File: src/rtl/dcm_ctrl_pkg.sv
package dcm_ctrl_pkg;

    typedef enum logic {
        MODE_CCM = 1'b0,
        MODE_DCM = 1'b1
    } cond_mode_e;

    localparam logic [1:0] THR_NEG440 = 2'b11;
    localparam logic [1:0] THR_NEG310 = 2'b10;
    localparam logic [1:0] THR_NEG220 = 2'b01;

    // Overcurrent setting to entry-level code; the reserved setting takes the smallest magnitude.
    function automatic logic [1:0] ocp_to_thr(input logic [1:0] level);
        case (level)
            2'd0:    return THR_NEG440;
            2'd1:    return THR_NEG310;
            default: return THR_NEG220;
        endcase
    endfunction

endpackage

File: src/rtl/dcm_run_counter.sv
module dcm_run_counter #(
    parameter int LIMIT = 48,
    localparam int W = $clog2(LIMIT + 1)
) (
    input  logic         clk,
    input  logic         rst_n,
    input  logic         inc,
    input  logic         clr,
    output logic [W-1:0] count,
    output logic         last
);

    typedef struct packed {
        logic [W-1:0] count;
    } cnt_state_t;

    cnt_state_t st_d, st_q;

    always_comb begin
        st_d = st_q;
        if (clr) begin
            st_d.count = '0;
        end else if (inc && st_q.count != W'(LIMIT)) begin
            st_d.count = st_q.count + W'(1);
        end
    end

    always_ff @(posedge clk or negedge rst_n) begin
        if (!rst_n) st_q <= '0;
        else        st_q <= st_d;
    end

    assign count = st_q.count;
    assign last  = (st_q.count == W'(LIMIT - 1));

    // saturation bound
    assert_count_bound_R6: assert property (@(posedge clk) disable iff (!rst_n)
        st_q.count <= W'(LIMIT));

    // a clear request empties the run
    assert_clear_empties_R6: assert property (@(posedge clk) disable iff (!rst_n)
        clr |=> (st_q.count == '0));

    // each qualifying period below the limit adds exactly one
    assert_step_one_R2: assert property (@(posedge clk) disable iff (!rst_n)
        (inc && !clr && st_q.count != W'(LIMIT)) |=> (st_q.count == $past(st_q.count) + W'(1)));

endmodule

File: src/rtl/dcm_thr_map.sv
module dcm_thr_map
    import dcm_ctrl_pkg::*;
(
    input  logic       clk,
    input  logic       rst_n,
    input  logic [1:0] ocp_level,
    output logic [1:0] thr_sel
);

    typedef struct packed {
        logic [1:0] code;
    } thr_state_t;

    thr_state_t st_d, st_q;

    always_comb begin
        st_d      = st_q;
        st_d.code = ocp_to_thr(ocp_level);
    end

    always_ff @(posedge clk or negedge rst_n) begin
        if (!rst_n) st_q <= '{code: THR_NEG440};
        else        st_q <= st_d;
    end

    assign thr_sel = st_q.code;

    // the 9 A setting selects the deepest entry level
    assert_thr_9a_R9: assert property (@(posedge clk) disable iff (!rst_n)
        (ocp_level == 2'd0) |=> (thr_sel == 2'b11));

    // the 6 A setting selects the middle entry level
    assert_thr_6a_R9: assert property (@(posedge clk) disable iff (!rst_n)
        (ocp_level == 2'd1) |=> (thr_sel == 2'b10));

    // the all-zero code is never produced
    assert_thr_nonzero_R9: assert property (@(posedge clk) disable iff (!rst_n)
        thr_sel != 2'b00);

endmodule

File: src/rtl/dcm_mode_fsm.sv
module dcm_mode_fsm
    import dcm_ctrl_pkg::*;
(
    input  logic clk,
    input  logic rst_n,
    input  logic cyc_stb,
    input  logic below_entry,
    input  logic above_exit,
    input  logic dcm_allow,
    input  logic force_ccm,
    input  logic cnt_last,
    output logic cnt_inc,
    output logic cnt_clr,
    output logic mode_dcm
);

    typedef struct packed {
        cond_mode_e mode;
    } fsm_state_t;

    fsm_state_t st_d, st_q;

    always_comb begin
        st_d    = st_q;
        cnt_inc = 1'b0;
        cnt_clr = 1'b0;
        if (force_ccm) begin
            st_d.mode = MODE_CCM;
            cnt_clr   = 1'b1;
        end else if (cyc_stb) begin
            if (!dcm_allow) begin
                st_d.mode = MODE_CCM;
                cnt_clr   = 1'b1;
            end else if (st_q.mode == MODE_CCM) begin
                if (below_entry) begin
                    cnt_inc = 1'b1;
                    if (cnt_last) st_d.mode = MODE_DCM;
                end else begin
                    cnt_clr = 1'b1;
                end
            end else begin
                if (above_exit) begin
                    st_d.mode = MODE_CCM;
                    cnt_clr   = 1'b1;
                end else if (below_entry) begin
                    cnt_inc = 1'b1;
                end
            end
        end
    end

    always_ff @(posedge clk or negedge rst_n) begin
        if (!rst_n) st_q <= '{mode: MODE_CCM};
        else        st_q <= st_d;
    end

    assign mode_dcm = (st_q.mode == MODE_DCM);

    // mode is frozen between strobes unless forced
    assert_hold_between_strobes_R10: assert property (@(posedge clk) disable iff (!rst_n)
        (!cyc_stb && !force_ccm) |=> $stable(mode_dcm));

    // one strobed exit period leaves DCM
    assert_exit_single_R5: assert property (@(posedge clk) disable iff (!rst_n)
        (cyc_stb && !force_ccm && mode_dcm && above_exit) |=> !mode_dcm);

    // a disallowed strobe lands in CCM
    assert_barred_ccm_R7: assert property (@(posedge clk) disable iff (!rst_n)
        (cyc_stb && !dcm_allow) |=> !mode_dcm);

    // force holds CCM
    assert_force_ccm_R8: assert property (@(posedge clk) disable iff (!rst_n)
        force_ccm |=> !mode_dcm);

    // entry only on the strobe completing the run
    assert_entry_cause_R2: assert property (@(posedge clk) disable iff (!rst_n)
        $rose(mode_dcm) |-> $past(cyc_stb && below_entry && dcm_allow && cnt_last));

    // DCM kept while no exit period is seen
    assert_dcm_kept_R11: assert property (@(posedge clk) disable iff (!rst_n)
        (mode_dcm && cyc_stb && dcm_allow && !above_exit && !force_ccm) |=> mode_dcm);

endmodule

File: src/rtl/dcm_mode_ctrl.sv
module dcm_mode_ctrl #(
    parameter int ENTRY_CYCLES = 48
) (
    input  logic       clk,
    input  logic       rst_n,
    input  logic       cyc_stb,
    input  logic       below_entry,
    input  logic       above_exit,
    input  logic       dcm_allow,
    input  logic       force_ccm,
    input  logic [1:0] ocp_level,
    output logic       mode_dcm,
    output logic [1:0] thr_sel
);

    localparam int CNT_W = $clog2(ENTRY_CYCLES + 1);

    logic             cnt_inc;
    logic             cnt_clr;
    logic             cnt_last;
    logic [CNT_W-1:0] run_cnt;

    dcm_run_counter #(
        .LIMIT (ENTRY_CYCLES)
    ) i_run_counter (
        .clk   (clk),
        .rst_n (rst_n),
        .inc   (cnt_inc),
        .clr   (cnt_clr),
        .count (run_cnt),
        .last  (cnt_last)
    );

    dcm_mode_fsm i_mode_fsm (
        .clk         (clk),
        .rst_n       (rst_n),
        .cyc_stb     (cyc_stb),
        .below_entry (below_entry),
        .above_exit  (above_exit),
        .dcm_allow   (dcm_allow),
        .force_ccm   (force_ccm),
        .cnt_last    (cnt_last),
        .cnt_inc     (cnt_inc),
        .cnt_clr     (cnt_clr),
        .mode_dcm    (mode_dcm)
    );

    dcm_thr_map i_thr_map (
        .clk       (clk),
        .rst_n     (rst_n),
        .ocp_level (ocp_level),
        .thr_sel   (thr_sel)
    );

    // force leaves CCM with an empty run
    assert_force_clears_R8: assert property (@(posedge clk) disable iff (!rst_n)
        force_ccm |=> (!mode_dcm && run_cnt == '0));

    // CCM re-entry from DCM empties the run
    assert_reentry_clear_R6: assert property (@(posedge clk) disable iff (!rst_n)
        $fell(mode_dcm) |-> (run_cnt == '0));

    // DCM is only ever held with a complete run behind it
    assert_dcm_full_run_R1: assert property (@(posedge clk) disable iff (!rst_n)
        mode_dcm |-> (run_cnt == CNT_W'(ENTRY_CYCLES)));

endmodule

File: config.mk
export PLATFORM = sky130hd
export DESIGN_NAME = dcm_mode_ctrl
export DESIGN_NICKNAME = d
export VERILOG_FILES = /design/src/rtl/dcm_ctrl_pkg.sv /design/src/rtl/dcm_run_counter.sv /design/src/rtl/dcm_thr_map.sv /design/src/rtl/dcm_mode_fsm.sv /design/src/rtl/dcm_mode_ctrl.sv
export SDC_FILE = /design/constraint.sdc
export NUM_CORES = 1
export LEC_CHECK = 0
export BUFFER_PORTS_ARGS = -buffer_cell sky130_fd_sc_hd__buf_2
export CORE_AREA = 5 5 42 44
export DETAILED_ROUTE_END_ITERATION = 10
export DIE_AREA = 0 0 47 49
export PLACE_DENSITY_LB_ADDON = 0.1
export REMOVE_ABC_BUFFERS = 1
export SLEW_MARGIN = 20
export SYNTH_ARGS = -nofsm -noshare
export SYNTH_HDL_FRONTEND = slang
export SYNTH_SLANG_ARGS = --single-unit
File: constraint.sdc
create_clock -name clk -period 1.4 [get_ports clk]
set_input_delay 0.21 -clock clk [delete_from_list [all_inputs] [get_ports clk]]
set_output_delay 0.21 -clock clk [all_outputs]
set_load 0.05 [all_outputs]
==> reports/metrics.cfg, run 1 <==
[status]
status=completed

[routing]
drt_first_iter_violations=14
wl_per_cell_um=12.4
ant_nets=0
viasPerCell=4.96
wirelength_mm=1.06
drc=0
via_count=422
drt-pass1-iter-count=3

[timing]
rsz0062_at_grt=true
fin_tns_setup_ps=0
period_share=0.978
period_minus_slack_ps=1370
hold_viol=0
clock.fmax_mhz=730
finalMaxSlewViolations=0
setup_viol=0
max_slew_margin=0.792
timing.hold.ws_ps=70.5
worst_clock_skew_ps=12.6
max_slew.worst_pin.slew_ps=308

[floorplan]
io_pins=12
die_area_sq_um=2300
core_sq_um=1400
fp.dieH_um=49
start_util=0.358
die_x_um=47
std_cell_rows=14

[layout]
final_cell_mix=buf_2 (11), dfrtp_1 (7), buf_4 (7)
drive_gt1_frac=0.406
finalNetCount=81
n_antenna_cell=0
mostFrequentLayoutCell=buf_2
area_growth_pct=34.7

[logic_synthesis]
ys_seq_area_frac=0.454
synthArstFlopShare=1.00
synth_cell_types=22
synth-main-ff-cell=dfrtp_1
avgSynthCellArea_sq_um=10.9
synth.yosys.warnings=0
postSynthCellCount=46
synth-seq-cells=9
synth_edf_count=0
syn-cell-area_sq_um=502

[worst_setup_path]
critPathLaunchType=flop
criticalPathCategory=reg2reg
crit_fanout=2
worstPathRequired_ps=1550
crit_arrival_ps=1520
cp-end-kind=flop

[cts]
cts.htree.levels=1
cts_buffers=3
clk_pin_slew_ps=70
cts_tree=done
cts_buffer_depth=2
cts_root_buffer=clkbuf_4
cts.sinks=9
insertion_delay_ps=270

[place]
dp_hpwl_um=827
gp_congestion=0.774
portBuffers=11

[grt]
busiest_layer=met2
grt_pass1_wl_mm=1.95
grt_antenna_before_repair=0
overflow=0
use_met3=0.0295
grt_pass1_vias=459
grt_max_degree=10
grt.met1_usage=0.137
grtUsageMet2=0.172
grt.total_usage=0.113

[job]
cap_violations=0

[power]
p_leak_nw=0.325
irDropWorstVdd_uv=585
p_per_area_nw_per_um2=800

[worst_hold_path]
hold_class=in2reg

stage by stage:
stage          area, sq um  power (W)  setup slack (ps)  instances  utilization
3_3_place_gp           629   0.000337              31.0         80        0.449
6_report               676   0.000540              31.0         85        0.482
5_1_grt                676   0.000564             -23.8         85        0.482
4_1_cts                672   0.000548              22.0         85        0.479
2_1_floorplan          502   0.000307             -65.0         46            -
3_5_place_dp           629   0.000336             -23.7         80        0.449
power breakdown:
group          switching, W   total, W  internal, W
logic             0.0000424  0.0000685    0.0000261
clock network     0.0000949   0.000205     0.000110
registers        0.00000106   0.000267     0.000266
total              0.000138   0.000540     0.000402
flip-flops by register name, summed over array words and instances (netlist names):
signal and count:
i_run_counter.count 6, i_mode_fsm.mode_dcm 1, i_thr_map.thr_sel 2
path summary, 6_finish.rpt:
path                       slack (ps)                                 end  cells after the start                          startpoint
setup / recovery                   30  i_run_counter.count[1]$_DFFE_PN0P_                      6  i_run_counter.count[0]$_DFFE_PN0P_
hold / removal                     70      i_thr_map.thr_sel[1]$_DFF_PN1_                      2                        ocp_level[1]
setup reg to reg                   30  i_run_counter.count[1]$_DFFE_PN0P_                      6  i_run_counter.count[0]$_DFFE_PN0P_
hold reg to reg                   600  i_run_counter.count[5]$_DFFE_PN0P_                      2  i_run_counter.count[5]$_DFFE_PN0P_
max in group asynchronous         810      i_thr_map.thr_sel[1]$_DFF_PN1_                      2                               rst_n
min in group asynchronous         320     i_mode_fsm.mode_dcm$_DFFE_PN0P_                      2                               rst_n
routing by layer:
| layer | share of wire | vias to the layer above |
|---|---|---|
| li1 | - | 207 |
| met1 | 0.44 | 197 |
| met2 | 0.46 | 12 |
| met3 | 0.054 | 6 |
| met4 | 0.042 | 0 |
| met5 | 0 | - |
final cells by class:
type,instances,area (sq um)
multi-input cells,33,269
fillers,136,726
flip-flops and latches,9,228
inverters,4,15.0
well taps,16,20.0
clock buffers,4,26.3
repair buffers,19,118
synthesized netlist by cell type, types with 2 or more instances:
| master | instances | area share |
|---|---|---|
| nor4_4 | 2 | 0.085 |
| ha_1 | 2 | 0.050 |
| dfrtp_1 | 7 | 0.35 |
| nand3_1 | 2 | 0.020 |
| mux2i_1 | 2 | 0.040 |
| nand2_1 | 4 | 0.030 |
| inv_1 | 4 | 0.030 |
| nor2_1 | 5 | 0.037 |
| dfstp_2 | 2 | 0.10 |
| xnor2_1 | 4 | 0.070 |
kinds of logic after synthesis:
logic type / share of synthesized area
fa+ha+maj: 0.0499
buf+inv: 0.0299
xor+xnor: 0.0698
compound gates: 0.115
flops: 0.454
mux: 0.0399
simple gates: 0.242
worst max-delay path, cell delays in order, from the launching register on:
cell	delay, ps
dfrtp_1	370
inv_1	70
ha_1	160
nand4b_1	140
o2111ai_2	250
mux2i_1	210
nor2_1	50
what timing repair did:
item | in CTS | in global routing
endpoints found under the hold margin | 7 | 0
hold buffers | 1 | 0
setup endpoints to repair | 4 | 6
gates cloned | 0 | 0
resized for setup | 2 | 1
buffers inserted | 0 | 0
(Power assumes the default switching activity.)
==> inputs of run 2 (changes only) <==
==> constraint.sdc (replaced) <==
create_clock -name clk -period 1.5 [get_ports clk]
set_input_delay 0.225 -clock clk [delete_from_list [all_inputs] [get_ports clk]]
set_output_delay 0.225 -clock clk [all_outputs]
set_load 0.05 [all_outputs]
==> run 2 against run 1 <==
Against the previous run: total power fell by 7.6%; sequential cell count did not move; cell area fell by 7.2%; core utilization fell by 3.5 points; via count fell by 10%; largest cell class unchanged; largest power group unchanged.
==> reports/metrics.cfg, run 2 (same netlist as run 1, synthesis figures left out) <==
[floorplan]
std_cell_rows=14
die_x_um=47
start_util=0.358
io_pins=12
fp.dieH_um=49
core_sq_um=1400
die_area_sq_um=2300

[cts]
cts_tree=done
post_cts_buffers=0
cts.sinks=9
insertion_delay_ps=260
cts_root_buffer=clkbuf_4
cts.htree.levels=1
cts_buffers=3
clk_pin_slew_ps=60
cts_buffer_depth=2

[timing]
rsz0062_at_grt=false
final.setup.worst_slack_ps=104
worst_clock_skew_ps=2.52
fin_tns_setup_ps=0
finalMaxSlewViolations=0
max_slew.worst_pin.slew_ps=280
hold_viol=0
setup_viol=0
clock.fmax_mhz=716
period_share=0.931
period_minus_slack_ps=1400
timing.hold.ws_ps=76.1
max_slew_margin=0.813

[status]
status=completed

[worst_setup_path]
crit_fanout=3
worst_r2r_endpoint=i_run_counter.count[1]$_DFFE_PN0P_
crit_arrival_ps=1540
slowest_delay_ps=390
crit_path_top_delay_cell=dfrtp_1
reg2reg_setup_slack_ps=100
criticalPathCategory=reg2reg
worstPathRequired_ps=1640
r2r_start=i_run_counter.count[0]$_DFFE_PN0P_
critPathLaunchType=flop
r2r_cells=6
cp-end-kind=flop
path_cells=inv_1 -> ha_1 -> nand4b_1 -> o2111ai_2 -> mux2i_1 -> nor2_1

[routing]
wirelength_mm=1.02
ant_nets=0
wl_per_cell_um=12.9
drt_first_iter_violations=7
drt-pass1-iter-count=5
drc=0
via_count=380
viasPerCell=4.81

[job]
cap_violations=0

[layout]
drive_gt1_frac=0.333
largest-register=i_run_counter.count
mostFrequentLayoutCell=buf_2
largest_reg_flops=6
area_growth_pct=24.9
final-instance-count-excl-fill=79
finalNetCount=75
final_cell_mix=buf_2 (11), dfrtp_1 (7), nor2_1 (5)
n_antenna_cell=0

[worst_hold_path]
hp-start=ocp_level[1]
worstHoldEndpoint=i_thr_map.thr_sel[1]$_DFF_PN1_
hold_depth=2
hold_class=in2reg

[place]
portBuffers=11
dp_hpwl_um=758
place_inst=74
gp_congestion=0.780
dp_slack_ps=43.5

[grt]
grt_antenna_before_repair=0
grt.total_usage=0.104
grt_pass1_vias=394
grt_max_degree=10
grt_pass1_wl_mm=1.71
overflow=0

[power]
p_per_area_nw_per_um2=797
total_power_w=0.000499
irDropWorstVdd_uv=393
p_leak_nw=0.294

-- run 2: metal layers --
layer	vias up	global-route usage	wire (um)	part of all wire
met2	9	0.154	488	0.48
met1	174	0.129	466	0.46
met3	2	0.0443	56	0.055
met4	0	0.0415	9	0.0088
met5	-	0	0	0
li1	195	-	-	-
-- run 2: how the worst max path moves through the flow --
| stage | slack, ps | to | start | depth (start not counted) |
|---|---|---|---|---|
| 2_1_floorplan | 40 | i_run_counter.count[5]$_DFFE_PN0P_ | i_mode_fsm.mode_dcm$_DFFE_PN0P_ | 4 |
| 3_3_place_gp | 70 | i_run_counter.count[1]$_DFFE_PN0P_ | i_run_counter.count[0]$_DFFE_PN0P_ | 6 |
| 3_5_place_dp | 40 | i_run_counter.count[1]$_DFFE_PN0P_ | i_run_counter.count[0]$_DFFE_PN0P_ | 6 |
| 4_1_cts | 40 | i_run_counter.count[1]$_DFFE_PN0P_ | i_run_counter.count[0]$_DFFE_PN0P_ | 6 |
| 5_1_grt | 30 | i_run_counter.count[1]$_DFFE_PN0P_ | i_run_counter.count[0]$_DFFE_PN0P_ | 6 |
| 6_report | 100 | i_run_counter.count[1]$_DFFE_PN0P_ | i_run_counter.count[0]$_DFFE_PN0P_ | 6 |
-- run 2: final cells by class --
| class | instances | area (sq um) |
|---|---|---|
| fill | 144 | 774 |
| multi-input combinational | 33 | 265 |
| sequential | 9 | 228 |
| timing repair buffer | 13 | 72.6 |
| clock buffer | 4 | 26.3 |
| tap | 16 | 20.0 |
| inverter | 4 | 15.0 |
-- run 2: power breakdown --
group / total (W) / internal [W] / switching [W]
combinational: 0.0000594 / 0.0000217 / 0.0000377
sequential: 0.000250 / 0.000248 / 0.00000128
clock: 0.000190 / 0.000103 / 0.0000875
total: 0.000499 / 0.000373 / 0.000127
-- run 2: critical path, delay by kind of cell (launching register included) --
kind	cells	cell delay [ps]
simple gates	2	180
flops	1	390
compound gates	1	250
buf+inv	1	90
fa+ha+maj	1	160
mux	1	210
-- run 2: what timing repair did --
action	CTS	global route
setup endpoints to repair	0	4
gates resized for setup	0	2
hold buffers	1	0
endpoints found under the hold margin	7	0
-- run 2: through the flow --
stage	utilization	instance area, sq um
after floorplan	-	502
after global placement	0.417	584
after detailed placement	0.417	584
after CTS	0.443	621
after global routing	0.447	627
final	0.447	627
